<file path="config.mk">
export PLATFORM = sky130hd
export DESIGN_NAME = msi_capture_irq
export DESIGN_NICKNAME = d
export VERILOG_FILES = /design/src/rtl/msi_pkg.sv /design/src/rtl/msi_rst_sync.sv /design/src/rtl/msi_loc_queue.sv /design/src/rtl/msi_irq_gen.sv /design/src/rtl/msi_capture_irq.sv
export SDC_FILE = /design/constraint.sdc
export NUM_CORES = 2
export LEC_CHECK = 0
export BUFFER_PORTS_ARGS = -buffer_cell sky130_fd_sc_hd__buf_2
export CAP_MARGIN = 20
export CORE_MARGIN = 3
export CORE_UTILIZATION = 55
export CTS_CLUSTER_DIAMETER = 200
export DETAILED_ROUTE_END_ITERATION = 16
export PLACE_DENSITY = 0.81
export SKIP_LAST_GASP = 1
export SLEW_MARGIN = 10
export SYNTH_ARGS = -nofsm -noshare
export SYNTH_HDL_FRONTEND = slang
export SYNTH_HIERARCHICAL = 1
export SYNTH_SLANG_ARGS = --single-unit
</file>
<file path="constraint.sdc">
create_clock -name clk -period 7.55 [get_ports clk]
set_input_delay 0.3775 -clock clk [delete_from_list [all_inputs] [get_ports clk]]
set_output_delay 0.3775 -clock clk [all_outputs]
set_load 0.005 [all_outputs]
</file>
<file path="src/rtl/msi_pkg.sv">
package msi_pkg;
  localparam int DATA_W = 32;
  typedef logic [DATA_W-1:0] word_t;
endpackage

</file>
<file path="src/rtl/msi_rst_sync.sv">
module msi_rst_sync #(
  parameter int STAGES = 2
) (
  input  logic clk,
  input  logic rst_n_i,
  output logic rst_n_o
);
  logic [STAGES-1:0] sync_q;

  always_ff @(posedge clk or negedge rst_n_i) begin
    if (!rst_n_i) sync_q <= '0;
    else          sync_q <= {sync_q[STAGES-2:0], 1'b1};
  end

  assign rst_n_o = sync_q[STAGES-1];
endmodule

</file>
<file path="src/rtl/msi_loc_queue.sv">
module msi_loc_queue
  import msi_pkg::*;
#(
  parameter int DEPTH = 32,
  parameter int OVF_W = 8
) (
  input  logic             clk,
  input  logic             rst_n,
  input  logic             push_req,
  input  word_t            push_data,
  input  logic             pop_req,
  input  logic             ovf_clr,
  output word_t            head_o,
  output logic             not_empty_o,
  output logic [OVF_W-1:0] ovf_cnt_o
);
  localparam int PTR_W = (DEPTH > 1) ? $clog2(DEPTH) : 1;
  localparam int CNT_W = $clog2(DEPTH + 1);
  localparam logic [CNT_W-1:0] FULL_CNT = CNT_W'(DEPTH);
  localparam logic [OVF_W-1:0] OVF_MAX = {OVF_W{1'b1}};

  word_t            mem_q [DEPTH];
  logic [PTR_W-1:0] rd_ptr_q, rd_ptr_d;
  logic [PTR_W-1:0] wr_ptr_q, wr_ptr_d;
  logic [CNT_W-1:0] cnt_q, cnt_d;
  logic [OVF_W-1:0] ovf_q, ovf_d;
  logic             full, do_pop, do_push, drop;

  function automatic logic [PTR_W-1:0] ptr_inc(input logic [PTR_W-1:0] p);
    return (p == PTR_W'(DEPTH - 1)) ? '0 : p + 1'b1;
  endfunction

  // next-state logic
  always_comb begin
    full     = (cnt_q == FULL_CNT);
    do_pop   = pop_req && (cnt_q != '0);
    do_push  = push_req && (!full || do_pop);
    drop     = push_req && full && !do_pop;
    rd_ptr_d = do_pop  ? ptr_inc(rd_ptr_q) : rd_ptr_q;
    wr_ptr_d = do_push ? ptr_inc(wr_ptr_q) : wr_ptr_q;
    unique case ({do_push, do_pop})
      2'b10:   cnt_d = cnt_q + 1'b1;
      2'b01:   cnt_d = cnt_q - 1'b1;
      default: cnt_d = cnt_q;
    endcase
    if (ovf_clr)                    ovf_d = '0;
    else if (drop && ovf_q != OVF_MAX) ovf_d = ovf_q + 1'b1;
    else                            ovf_d = ovf_q;
  end

  // control registers
  always_ff @(posedge clk or negedge rst_n) begin
    if (!rst_n) begin
      rd_ptr_q <= '0;
      wr_ptr_q <= '0;
      cnt_q    <= '0;
      ovf_q    <= '0;
    end else begin
      if (do_pop)              rd_ptr_q <= rd_ptr_d;
      if (do_push)             wr_ptr_q <= wr_ptr_d;
      if (do_push != do_pop)   cnt_q    <= cnt_d;
      if (ovf_clr || drop)     ovf_q    <= ovf_d;
    end
  end

  // storage, no reset
  always_ff @(posedge clk) begin
    if (do_push) mem_q[wr_ptr_q] <= push_data;
  end

  assign head_o      = mem_q[rd_ptr_q];
  assign not_empty_o = (cnt_q != '0);
  assign ovf_cnt_o   = ovf_q;

  p_cnt_bound_r2: assert property (@(posedge clk) disable iff (!rst_n)
    cnt_q <= FULL_CNT);

  p_empty_pop_r4: assert property (@(posedge clk) disable iff (!rst_n)
    (pop_req && !push_req && cnt_q == '0) |=> (cnt_q == '0));

  p_drop_hold_r8: assert property (@(posedge clk) disable iff (!rst_n)
    (push_req && !pop_req && cnt_q == FULL_CNT) |=> (cnt_q == FULL_CNT && $stable(rd_ptr_q)));

  p_ovf_sat_r9: assert property (@(posedge clk) disable iff (!rst_n)
    (ovf_q == OVF_MAX && !ovf_clr) |=> (ovf_q == OVF_MAX));

  p_ovf_clr_r9: assert property (@(posedge clk) disable iff (!rst_n)
    ovf_clr |=> (ovf_q == '0));

  p_same_cycle_r10: assert property (@(posedge clk) disable iff (!rst_n)
    (push_req && pop_req && cnt_q != '0) |=> $stable(cnt_q));
endmodule

</file>
<file path="src/rtl/msi_irq_gen.sv">
module msi_irq_gen #(
  parameter int N = 4
) (
  input  logic         clk,
  input  logic         rst_n,
  input  logic [N-1:0] pending_i,
  input  logic         mask_wr,
  input  logic [N-1:0] mask_wdata,
  output logic [N-1:0] mask_o,
  output logic         irq_o
);
  logic [N-1:0] mask_q;
  logic         irq_q, irq_d;

  always_comb begin
    irq_d = |(pending_i & ~mask_q);
  end

  always_ff @(posedge clk or negedge rst_n) begin
    if (!rst_n) begin
      mask_q <= '0;
      irq_q  <= 1'b0;
    end else begin
      if (mask_wr) mask_q <= mask_wdata;
      irq_q <= irq_d;
    end
  end

  assign mask_o = mask_q;
  assign irq_o  = irq_q;

  p_mask_wr_r6: assert property (@(posedge clk) disable iff (!rst_n)
    mask_wr |=> (mask_o == $past(mask_wdata)));

  p_irq_rise_r7: assert property (@(posedge clk) disable iff (!rst_n)
    (|(pending_i & ~mask_o)) |=> irq_o);

  p_irq_fall_r7: assert property (@(posedge clk) disable iff (!rst_n)
    !(|(pending_i & ~mask_o)) |=> !irq_o);
endmodule

</file>
<file path="src/rtl/msi_capture_irq.sv">
module msi_capture_irq
  import msi_pkg::*;
#(
  parameter int NUM_LOC = 4,
  parameter int DEPTH   = 32,
  parameter int OVF_W   = 8,
  parameter int ADDR_W  = 7
) (
  input  logic              clk,
  input  logic              rst_n,
  input  logic              wr_en,
  input  logic [ADDR_W-1:0] wr_addr,
  input  logic [31:0]       wr_data,
  input  logic              rd_en,
  input  logic [ADDR_W-1:0] rd_addr,
  output logic [31:0]       rd_data,
  output logic              irq
);
  localparam int STAT_ADDR = NUM_LOC;
  localparam int MASK_ADDR = NUM_LOC + 1;
  localparam int OVF_BASE  = NUM_LOC + 2;

  logic               rst_n_s;
  logic [NUM_LOC-1:0] wr_hit, rd_hit, clr_hit, not_empty, mask_val;
  word_t              head [NUM_LOC];
  logic [OVF_W-1:0]   ovf_cnt [NUM_LOC];
  logic               mask_wr;
  word_t              rd_data_q, rd_data_d;

  msi_rst_sync #(.STAGES(2)) u_rst_sync (
    .clk     (clk),
    .rst_n_i (rst_n),
    .rst_n_o (rst_n_s)
  );

  // address decode
  always_comb begin
    for (int i = 0; i < NUM_LOC; i++) begin
      wr_hit[i]  = wr_en && (int'(wr_addr) == i);
      rd_hit[i]  = rd_en && (int'(rd_addr) == i);
      clr_hit[i] = wr_en && (int'(wr_addr) == OVF_BASE + i);
    end
    mask_wr = wr_en && (int'(wr_addr) == MASK_ADDR);
  end

  genvar g;
  generate
    for (g = 0; g < NUM_LOC; g++) begin : g_loc
      msi_loc_queue #(.DEPTH(DEPTH), .OVF_W(OVF_W)) u_queue (
        .clk         (clk),
        .rst_n       (rst_n_s),
        .push_req    (wr_hit[g]),
        .push_data   (wr_data),
        .pop_req     (rd_hit[g]),
        .ovf_clr     (clr_hit[g]),
        .head_o      (head[g]),
        .not_empty_o (not_empty[g]),
        .ovf_cnt_o   (ovf_cnt[g])
      );

      p_status_set_r5: assert property (@(posedge clk) disable iff (!rst_n_s)
        (wr_hit[g] && !not_empty[g]) |=> not_empty[g]);

      p_rd_empty_zero_r4: assert property (@(posedge clk) disable iff (!rst_n_s)
        (rd_hit[g] && !not_empty[g]) |=> (rd_data == '0));
    end
  endgenerate

  msi_irq_gen #(.N(NUM_LOC)) u_irq (
    .clk        (clk),
    .rst_n      (rst_n_s),
    .pending_i  (not_empty),
    .mask_wr    (mask_wr),
    .mask_wdata (wr_data[NUM_LOC-1:0]),
    .mask_o     (mask_val),
    .irq_o      (irq)
  );

  // read mux
  always_comb begin
    rd_data_d = '0;
    for (int i = 0; i < NUM_LOC; i++) begin
      if (int'(rd_addr) == i && not_empty[i]) rd_data_d = head[i];
      if (int'(rd_addr) == OVF_BASE + i) rd_data_d[OVF_W-1:0] = ovf_cnt[i];
    end
    if (int'(rd_addr) == STAT_ADDR) rd_data_d[NUM_LOC-1:0] = not_empty;
    if (int'(rd_addr) == MASK_ADDR) rd_data_d[NUM_LOC-1:0] = mask_val;
  end

  always_ff @(posedge clk or negedge rst_n_s) begin
    if (!rst_n_s)   rd_data_q <= '0;
    else if (rd_en) rd_data_q <= rd_data_d;
  end

  assign rd_data = rd_data_q;
endmodule

</file>
==> out/summary.md <==
The run finished with clean final reports. The area share of the largest cell type after synthesis is 0.741, and the worst voltage drop across the vdd grid is 0.232 mV. The tools report the overall global routing resource usage as 0.291.

Counting tap cells, the placed design contains a total of 12,515 instances. Port buffer count: 82. The clock passes through at most 4 buffers.

For the final weighted congestion in routability-driven placement, the log shows 0.977. Timing would allow up to 218 MHz. The via count of the first global-routing pass is 87,008.

The synthesized design contains 4,231 register bits. The tools report the final-report max-slew violation count as 0. sky130_fd_sc_hd__edfxtp_1 is the most common cell in the netlist.

For the initial standard-cell utilization of the core, the log shows 0.553. The worst path in the final design needs a cycle of 4.59 ns, including I/O delays and setup. The run gives 641,000 um as the global-route wire length before repair.

The post-synthesis area per instance is 18.7 um^2. Category of the critical setup timing path: reg2reg. The final total negative setup slack came out at 0 ns. The pin count of the biggest net entering global routing came out at 202. The tree is rooted in a sky130_fd_sc_hd__clkbuf_16. The power density over the cells came out at 264 nW/um^2. The run gives 9,088 as the post-layout net count. The setup-violating endpoint count in the final report was 0. In this run the cell area of the synthesized design comes to 166,000 um^2. Traced cell by cell, the critical path runs through buf_12 > mux4_2 > a22o_1 > or4_1 > a22oi_1 > a31oi_1. The first routing iteration left 15,445 violations. The count of nets left with antenna violations once routing finished came out at 0. The arrival time of data at the critical path endpoint is 5.36 ns. The min-delay analysis places its worst path in the category in2reg. The logs give 308,000 um^2 for the die area and 0.95 ns for the latest clock arrival within the worst-skew pair. Share of flip-flops with an asynchronous set or reset after synthesis: 0.0319. After legalization and detailed placement, the total HPWL measured 267,000 um.

Dividing the detail-routed via count by the number of cells gives 6.83. Setup repair after global routing left no endpoint under its margin. Counting every net in the synthesized netlist gives 8,977. Ranked by total cell area, the synthesized netlist is headed by sky130_fd_sc_hd__edfxtp_1 74%, sky130_fd_sc_hd__mux4_2 5.2%, sky130_fd_sc_hd__mux2_2 4.0%. The final route contains 90,801 vias. The cell type of the slowest stage on the worst timing path is sky130_fd_sc_hd__dfrtp_4. The clock arrives with 0.0521 ns of skew.

In this run, synthesis inferred 4,096 flip-flops with an integrated enable. Required time of the worst setup path: 8.32 ns. Yosys printed 6 warnings.

The area growth from synthesis to layout is 11.5%. The mean routed wirelength per cell came out at 34.5 um. The number of rows in the core area was 201; the distinct cell type count of the synthesized netlist was 79.

After filler insertion, the fill cell instance count of the layout stands at 19,372. The horizontal extent of the die was 555 um; the wire length reported by the detailed router was 458,000 um. Worst-margin pin slew: 1.29 ns. Cell type with the largest total area after synthesis: sky130_fd_sc_hd__edfxtp_1.

Measured along the y axis, the die boundary spans 555 um. In this design, the stage delay of the slowest critical-path cell is 1.05 ns. TritonCTS created 393 clock buffers. The area of the core region was 300,000 um^2. STA classifies the critical path endpoint as a flip-flop. The startpoint identified for the worst hold timing path is wr_data[10].

The tools report the number of non-filler instances in the completed layout as 13,290. TritonCTS built the clock tree. The number of sinks driven by the clock tree is 4,231, and the detailed-routing iteration count for the pre-antenna-repair pass is 6. In this run the critical register-to-register path is launched from g_loc[0].u_queue/rd_ptr_q[0]. The most instantiated flip-flop cell in the synthesis netlist is sky130_fd_sc_hd__edfxtp_1. STA classifies the critical path startpoint as a flip-flop. The tool flagged a number of max-cap violations equal to 0. Number of ports placed on the die boundary: 83.

Max-slew headroom at the worst pin: 0.143. The residual overflow from global routing is 0. The tools report the first element of the critical path as g_loc[0].u_queue/rd_ptr_q[0]. The H-tree level count was 5; the proportion of layout cells with a drive suffix above 1 was 0.217. The tools report the initial antenna violation count as 57.

For this run, design rule violations remaining after detail routing come to 0. In the synthesized netlist, the cells that appear most often are 4,096 x sky130_fd_sc_hd__edfxtp_1, 596 x sky130_fd_sc_hd__mux2_2, 522 x sky130_fd_sc_hd__mux2i_1. Count of final hold-check violations: 0. Overall power consumption after layout is estimated at 48,800 uW.

After clock tree synthesis, the clock-pin slew on the worst setup and hold paths is 0.07 ns. After clock tree synthesis, the setup repair step added 0 buffers. Proportion of synthesized chip area in sequential cells: 0.761.

In this run the worst path has a maximum fanout of 91. The fraction of the cycle the final worst path needs came out at 0.608. In this run the static leakage power is 0.0565 uW.

Synthesis produced a netlist whose cell count is 8,885.
==> logic make-up (layout without fill, tap and decap cells) <==
group,after synthesis,count (layout),share of synthesized area
xor+xnor,36,36,0.00190
other cells,1,21,0.0000226
fa+ha+maj,42,42,0.00317
mux,1502,1502,0.124
simple gates,1196,1196,0.0397
compound gates,1292,1292,0.0544
flops,4231,4231,0.761
buf+inv,585,1012,0.0156
==> path summary, 6_finish.rpt <==
kind	to	slack [ns]	depth (start not counted)
hold reg to reg	u_irq/irq_o	0.34	0
setup / recovery	rd_data[16]	2.96	6
min in group asynchronous	u_rst_sync/sync_q[1]	0.31	3
hold / removal	g_loc[1].u_queue/mem_q[1][10]	0.04	1
setup reg to reg	rd_data[16]	2.96	6
max in group asynchronous	g_loc[2].u_queue/rd_ptr_q[0]	5.59	1
==> worst max-delay path: cells and delay by family, from the launching register on <==
family,cells,cell delay (ns)
buf+inv,1,0.62
simple gates,1,0.59
compound gates,3,1.35
flops,1,1.05
mux,1,0.65
==> sequential cells by signal (all words and copies together) (netlist names) <==
name / count
u_irq/irq_o: 1
g_loc.u_queue/wr_ptr_q: 20
u_irq/mask_o: 4
g_loc.u_queue/rd_ptr_q: 20
g_loc.u_queue/cnt_q: 24
rd_data: 32
g_loc.u_queue/ovf_cnt_o: 32
g_loc.u_queue/mem_q: 4096
u_rst_sync/sync_q: 2
==> routing by layer <==
layer	up-vias	wire [um]	GRT usage
li1	36468	-	-
met1	45927	153000	0.387
met2	7108	210000	0.446
met3	1266	62500	0.0700
met4	32	32600	0.165
met5	-	203	0
==> metrics by stage <==
stage / worst slack (ns) / hold WS [ns] / util / area (um^2)
6_report: 2.96 / 0.0446 / 0.617 / 185000
5_1_grt: 2.84 / 0.0391 / 0.617 / 185000
4_1_cts: 2.96 / 0.0161 / 0.616 / 185000
3_5_place_dp: 2.36 / 0.167 / 0.571 / 171000
3_3_place_gp: 2.44 / 0.164 / 0.571 / 171000
2_1_floorplan: 3.51 / 0.0819 / - / 166000
==> final cells by class <==
cell class | instances | area [um^2] | share of cell area
multi-input combinational | 4069 | 38100 | 0.206
sequential | 4231 | 126000 | 0.683
inverter | 36 | 150 | 0.000811
tap | 3958 | 4950 | 0.0268
timing repair buffer | 265 | 2360 | 0.0128
clock buffer | 458 | 10300 | 0.0555
clock inverter | 253 | 2790 | 0.0151
antenna | 20 | 50.0 | 0.000270
==> layout by cell type, fill, tap and decap left out, types with 68 or more instances in the layout <==
cell,Yosys,layout
sky130_fd_sc_hd__edfxtp_1,4096,4096
sky130_fd_sc_hd__mux2_2,596,596
sky130_fd_sc_hd__mux2i_1,522,522
sky130_fd_sc_hd__clkbuf_16,0,399
sky130_fd_sc_hd__mux4_2,384,384
sky130_fd_sc_hd__a22oi_1,273,273
sky130_fd_sc_hd__o21ai_0,236,236
sky130_fd_sc_hd__nor2b_1,213,206
sky130_fd_sc_hd__nor3_1,204,203
sky130_fd_sc_hd__o22ai_1,195,195
sky130_fd_sc_hd__a22o_1,192,192
sky130_fd_sc_hd__a211oi_1,192,192
sky130_fd_sc_hd__buf_4,10,152
sky130_fd_sc_hd__nand3_1,149,149
sky130_fd_sc_hd__nor2_4,0,127
sky130_fd_sc_hd__dfrtp_1,135,127
sky130_fd_sc_hd__nand2_1,106,106
sky130_fd_sc_hd__or4_1,105,105
sky130_fd_sc_hd__nor2_1,214,80
sky130_fd_sc_hd__a21oi_1,79,79
sky130_fd_sc_hd__clkinv_2,0,69
sky130_fd_sc_hd__clkinv_1,0,68
==> report_power, final <==
| part | internal (uW) | switching (uW) |
|---|---|---|
| clock | 11500 | 8590 |
| sequential | 25800 | 158 |
| combinational | 772 | 1940 |
| total | 38100 | 10700 |
==> timing repair <==
action,in CTS,in global routing
gates resized for setup,0,0
endpoints found under the hold margin,345,0
hold buffers,28,0
(Power assumes the default switching activity.)
